<file path="src/rtl/loop_len_pkg.sv">
package loop_len_pkg;
  localparam int LEN_W = 16;
  typedef logic [LEN_W-1:0] len_t;

  // raise a value up to a floor
  function automatic len_t llc_floor(len_t v, len_t lo);
    return (v < lo) ? lo : v;
  endfunction

  // magnitude of the distance between two lengths
  function automatic len_t llc_absdiff(len_t a, len_t b);
    return (a >= b) ? (a - b) : (b - a);
  endfunction

  // one slew step from cur toward goal
  function automatic len_t llc_toward(len_t cur, len_t goal, len_t step);
    if (cur < goal) return cur + step;
    if (cur > goal) return cur - step;
    return cur;
  endfunction

  // force an even value
  function automatic len_t llc_even(len_t v);
    return {v[LEN_W-1:1], 1'b0};
  endfunction
endpackage

</file>
<file path="src/rtl/llc_averager.sv">
module llc_averager #(
  parameter int ADC_W    = 10,
  parameter int ACC_W    = 24,
  parameter int AVG_LOG2 = 8,
  parameter int SHIFT    = 2
) (
  input  logic                     clk,
  input  logic                     rst_n,
  input  logic                     valid,
  input  logic [ADC_W-1:0]         value,
  output logic                     eval_pulse,
  output loop_len_pkg::len_t       cand
);
  localparam logic [AVG_LOG2-1:0] LAST = {AVG_LOG2{1'b1}};

  logic [ACC_W-1:0]    acc_q;
  logic [AVG_LOG2-1:0] cnt_q;
  logic [ACC_W-1:0]    sum;

  assign sum        = acc_q + ACC_W'(value);
  assign eval_pulse = valid && (cnt_q == LAST);
  assign cand       = loop_len_pkg::LEN_W'(sum >> SHIFT);

  always_ff @(posedge clk or negedge rst_n) begin
    if (!rst_n) begin
      acc_q <= '0;
      cnt_q <= '0;
    end else if (valid) begin
      cnt_q <= cnt_q + 1'b1;
      acc_q <= eval_pulse ? '0 : sum;
    end
  end
endmodule

</file>
<file path="src/rtl/llc_target.sv">
module llc_target #(
  parameter loop_len_pkg::len_t MIN_LEN   = 16'h0200,
  parameter loop_len_pkg::len_t DEADBAND  = 16'h0040,
  parameter loop_len_pkg::len_t RESET_LEN = 16'h0600
) (
  input  logic                clk,
  input  logic                rst_n,
  input  logic                eval_pulse,
  input  loop_len_pkg::len_t  cand,
  output logic                accept_pulse,
  output loop_len_pkg::len_t  target
);
  import loop_len_pkg::*;

  len_t floored;

  assign floored      = llc_floor(cand, MIN_LEN);
  assign accept_pulse = eval_pulse && (llc_absdiff(floored, target) >= DEADBAND);

  always_ff @(posedge clk or negedge rst_n) begin
    if (!rst_n) target <= RESET_LEN;
    else if (accept_pulse) target <= llc_even(floored);
  end
endmodule

</file>
<file path="src/rtl/llc_slew.sv">
module llc_slew #(
  parameter loop_len_pkg::len_t STEP      = 16'd2,
  parameter loop_len_pkg::len_t RESET_LEN = 16'h0600
) (
  input  logic                clk,
  input  logic                rst_n,
  input  logic                strobe,
  input  loop_len_pkg::len_t  target,
  output logic                moving,
  output loop_len_pkg::len_t  active
);
  import loop_len_pkg::*;

  assign moving = strobe && (active != target);

  always_ff @(posedge clk or negedge rst_n) begin
    if (!rst_n) active <= RESET_LEN;
    else if (strobe) active <= llc_toward(active, target, STEP);
  end
endmodule

</file>
<file path="src/rtl/loop_len_cond.sv">
module loop_len_cond #(
  parameter int ADC_W    = 10,
  parameter int ACC_W    = 24,
  parameter int AVG_LOG2 = 8,
  parameter int SHIFT    = 2,
  parameter loop_len_pkg::len_t MIN_LEN   = 16'h0200,
  parameter loop_len_pkg::len_t DEADBAND  = 16'h0040,
  parameter loop_len_pkg::len_t RESET_LEN = 16'h0600,
  parameter loop_len_pkg::len_t STEP      = 16'd2
) (
  input  logic                       clk,
  input  logic                       rst_n,
  input  logic                       sample_strobe,
  input  logic                       adc_valid,
  input  logic [ADC_W-1:0]           adc_value,
  output logic [loop_len_pkg::LEN_W-1:0] target_len,
  output logic [loop_len_pkg::LEN_W-1:0] active_len
);
  import loop_len_pkg::*;

  logic eval_pulse;
  logic accept_pulse;
  logic moving;
  len_t cand_len;

  llc_averager #(
    .ADC_W(ADC_W), .ACC_W(ACC_W), .AVG_LOG2(AVG_LOG2), .SHIFT(SHIFT)
  ) u_avg (
    .clk(clk), .rst_n(rst_n), .valid(adc_valid), .value(adc_value),
    .eval_pulse(eval_pulse), .cand(cand_len)
  );

  llc_target #(
    .MIN_LEN(MIN_LEN), .DEADBAND(DEADBAND), .RESET_LEN(RESET_LEN)
  ) u_tgt (
    .clk(clk), .rst_n(rst_n), .eval_pulse(eval_pulse), .cand(cand_len),
    .accept_pulse(accept_pulse), .target(target_len)
  );

  llc_slew #(
    .STEP(STEP), .RESET_LEN(RESET_LEN)
  ) u_slew (
    .clk(clk), .rst_n(rst_n), .strobe(sample_strobe), .target(target_len),
    .moving(moving), .active(active_len)
  );
endmodule

</file>
<file path="config.mk">
export PLATFORM = sky130hd
export DESIGN_NAME = loop_len_cond
export DESIGN_NICKNAME = d
export VERILOG_FILES = /design/src/rtl/loop_len_pkg.sv /design/src/rtl/llc_averager.sv /design/src/rtl/llc_target.sv /design/src/rtl/llc_slew.sv /design/src/rtl/loop_len_cond.sv
export SDC_FILE = /design/constraint.sdc
export NUM_CORES = 1
export LEC_CHECK = 0
export ABC_AREA = 1
export BUFFER_PORTS_ARGS = -buffer_cell sky130_fd_sc_hd__clkbuf_2
export CORE_MARGIN = 8
export CORE_UTILIZATION = 50
export DETAILED_ROUTE_END_ITERATION = 16
export GPL_ROUTABILITY_DRIVEN = 0
export PLACE_DENSITY_LB_ADDON = 0.25
export SLEW_MARGIN = 20
export SYNTH_ARGS = -nofsm -noshare
export SYNTH_HDL_FRONTEND = slang
export SYNTH_SLANG_ARGS = --single-unit
</file>
<file path="constraint.sdc">
create_clock -name clk -period 6.7 [get_ports clk]
set_input_delay 1.675 -clock clk [delete_from_list [all_inputs] [get_ports clk]]
set_output_delay 1.675 -clock clk [all_outputs]
set_load 0.02 [all_outputs]
</file>
==> flow_summary.toml <==
[clocking]
htreeDepth = 2
clockBufferDepth = 2
clk_latency_ps = 330
cts_hold_buf = 0
path_clk_slew_ps = 110
clkSinkCount = 56
cts_tree = "yes"
cts_made_buffers = 5
clockRootBuffer = "clkbuf_8"

[synthesis]
ys_async_sr_fraction_pct = 100
synth_edf_count = 0
netlist.area_leader.share_pct = 24.2
synth_cells = 786
ys_seq_area_share_pct = 26.2
ys_types = 46
synth_flop_cell = "dfrtp_1"
yosysWarnings = 0
yosys.area.top_type = "dfrtp_1"
syn_avg_cell_area_um2 = 6.83
synth_area_leaders = "dfrtp_1 24%, nand2_1 15%, ha_1 13%, inv_1 7.8%, xor2_1 4.9%"
mappedNetlistArea_um2 = 5370
synth_seq_cells = 56

[sta]
maxSlewHeadroom_pct = 51.7
max_clock_freq_ghz = 0.161
hold_slack_ps = 476
clock_skew_ps = 15.1
setup-tns-final_ps = 0
setup_viol = 0
maxSlewViolCount = 0
min_period_ps = 6230
fin_crit_sh_pct = 93.0
grt_setup_unrepaired = "no"
worst_pin_slew_ps = 725
fin_ws_ps = 472
hold_violations = 0

[detailed_routing]
drt_first_pass_iters = 5
via_count = 5321
avgRoutedWirePerCell_um = 14.7
drc = 0
ant_nets = 0
drtIter0Drc = 368
viasPerCell = 5.49
wirelength_um = 14300

[worst_setup_path]
slowest_stage = "fa_1"
r2r_setup_slack_ps = 1490
cpLargestDelayFamily = "simple AND/OR/NAND/NOR gates"
cpMostUsedCell = "nand2_1"
path_class = "in -> reg"
worstPathRequired_ps = 6960
slowest_delay_ps = 400
cp_max_fo = 16
crit_buf_inv = 5
arrival_ps = 6490
ff2ff_path_depth = 36
end_kind = "flip-flop"
startpoint_type = "primary input"
timing.rr.start = "u_avg.acc_q[0]"
rr_endpoint = "u_tgt.target[15]"

[global_route]
grt_max_degree = 57
grt_pass1_wl_um = 23700
grt_usage_pct = 19.8
grt_pass1_vias = 5068
antenna_found_initial = 0
overflow = 0

[worst_hold_path]
min_path_cells = 1
min_path_type = "reg -> reg"
holdPathEnd = "u_avg.cnt_q[7]"
min_from = "u_avg.cnt_q[7]"

[pwr]
power.density_nw_per_um2 = 524
design_power_total_mw = 3.06
power.net_switching_mw = 1.75
irDropWorstVdd_uv = 245
p_clk_share_pct = 6.7
swShare_pct = 57.2
leakagePower_nw = 3.15
p_int_mw = 1.31
power.share.combinational_pct = 74.1
seq_power_share_pct = 19.3

[die]
start_util_pct = 50.4
placeableCoreArea_um2 = 10700
boundaryPins = 46
dieArea_um2 = 14300
die_w_um = 120
die_y_um = 120
rows = 38

[status]
status = "completed"

[final_layout]
finalCoreUtilization_pct = 54.8
area_growth_pct = 8.71
fin_area_um2 = 5840
final_cells = 969
nNetsFinal = 901
fillers = 1076
n_antenna_cell = 0
drive_gt1_share_pct = 10.6

[job]
maxCapViolations = 0

[place]
dp_cells = 961
port_buffers = 43
dpl_cell_area_um2 = 5730
hpwl_um = 11400
place_ws_ps = -22.0
## state kept, by name, indices dropped and copies added (netlist names)
name	count
u_slew.active	15
u_avg.acc_q	18
u_tgt.target	15
u_avg.cnt_q	8
## power groups by stage
stage          logic (mW)  registers (mW)  clock network (mW)
2_1_floorplan        1.65           0.611                   0
3_3_place_gp         2.18           0.589                   0
3_5_place_dp         2.22           0.594                   0
4_1_cts              2.23           0.589               0.210
5_1_grt              2.56           0.610               0.221
6_report             2.27           0.589               0.204
## per-layer routing
| layer | up-vias | GRT usage [%] | routed length (um) |
|---|---|---|---|
| met2 | 181 | 33.4 | 6780 |
| met5 | - | 0 | 0 |
| met1 | 2481 | 25.4 | 6480 |
| li1 | 2632 | - | - |
| met3 | 27 | 2.72 | 734 |
| met4 | 0 | 6.71 | 295 |
## cells by family (layout without fill, tap and decap cells)
family	after synthesis	count (layout)	share of synthesized area, %
AND/OR/NAND/NOR	374	374	30.3
buffers and inverters	132	174	9.67
AO/OA/AOI/OAI	129	129	14.0
adder cells (fa/ha/maj)	59	59	14.0
flip-flops	56	56	26.2
XOR/XNOR	35	35	5.71
other	1	2	0.0698
## worst reg2reg max path: cells and delay by family (launching register included)
| family | cells | cell delay (ps) |
|---|---|---|
| fa+ha+maj | 4 | 1190 |
| buf+inv | 4 | 340 |
| simple gates | 23 | 2340 |
| compound gates | 4 | 690 |
| xor+xnor | 1 | 180 |
| flops | 1 | 410 |
## what timing repair did
action,4_1_cts,5_1_grt
setup endpoints to repair,0,15
setup buffers,0,0
resized for setup,0,4
## how the worst max path moves through the flow
stage	start	end	slack (ps)	cells after the start
3_3_place_gp	adc_value[0]	u_tgt.target[13]	200	33
5_1_grt	adc_value[0]	u_tgt.target[14]	20	37
4_1_cts	adc_value[0]	u_tgt.target[2]	290	37
2_1_floorplan	adc_value[0]	u_tgt.target[11]	750	34
3_5_place_dp	adc_value[0]	u_tgt.target[12]	-20	37
6_report	adc_value[0]	u_tgt.target[15]	470	37
## synthesized netlist by cell type, drive strengths merged, types with 2 or more instances
library cell and instances:
nor4 5, o21a 6, a31oi 3, inv 116, o21ai 41, a21boi 4, nor3 18, a21oi 50
nand3 51, xnor2 5, a211oi 3, nand2 228, o31ai 2, o22ai 8, dfrtp 52, nand3b 3
fa 2, o211ai 6, buf 6, nor2 55, clkinv 2, ha 57, and2 2, a22o 3
dfstp 4, nand4 10, xor2 30, clkbuf 8
## layout by cell type, fill, tap and decap left out, types with 5 or more instances in the layout
cell | netlist | final
o22ai_1 | 8 | 8
o21ai_0 | 39 | 38
ha_1 | 57 | 57
nor4_1 | 5 | 5
buf_4 | 3 | 5
dfrtp_1 | 52 | 52
nand3_1 | 50 | 50
clkbuf_8 | 0 | 5
nor3_1 | 14 | 14
o211ai_1 | 6 | 6
nor2_1 | 52 | 52
nand2_2 | 9 | 8
clkbuf_2 | 0 | 43
nand2_1 | 216 | 216
o21a_1 | 6 | 6
nand4_1 | 10 | 10
xnor2_1 | 5 | 5
xor2_1 | 30 | 30
inv_1 | 112 | 112
a21oi_1 | 50 | 50
## cell type report
class | instances | area, um2 | area share [%]
multi-input cells | 599 | 3460 | 59.3
flip-flops and latches | 56 | 1410 | 24.1
inverters | 118 | 447 | 7.65
repair buffers | 48 | 253 | 4.33
well taps | 140 | 175 | 3.00
clock buffers | 5 | 68.8 | 1.18
clock inverters | 3 | 26.3 | 0.450
(Power assumes the default switching activity.)
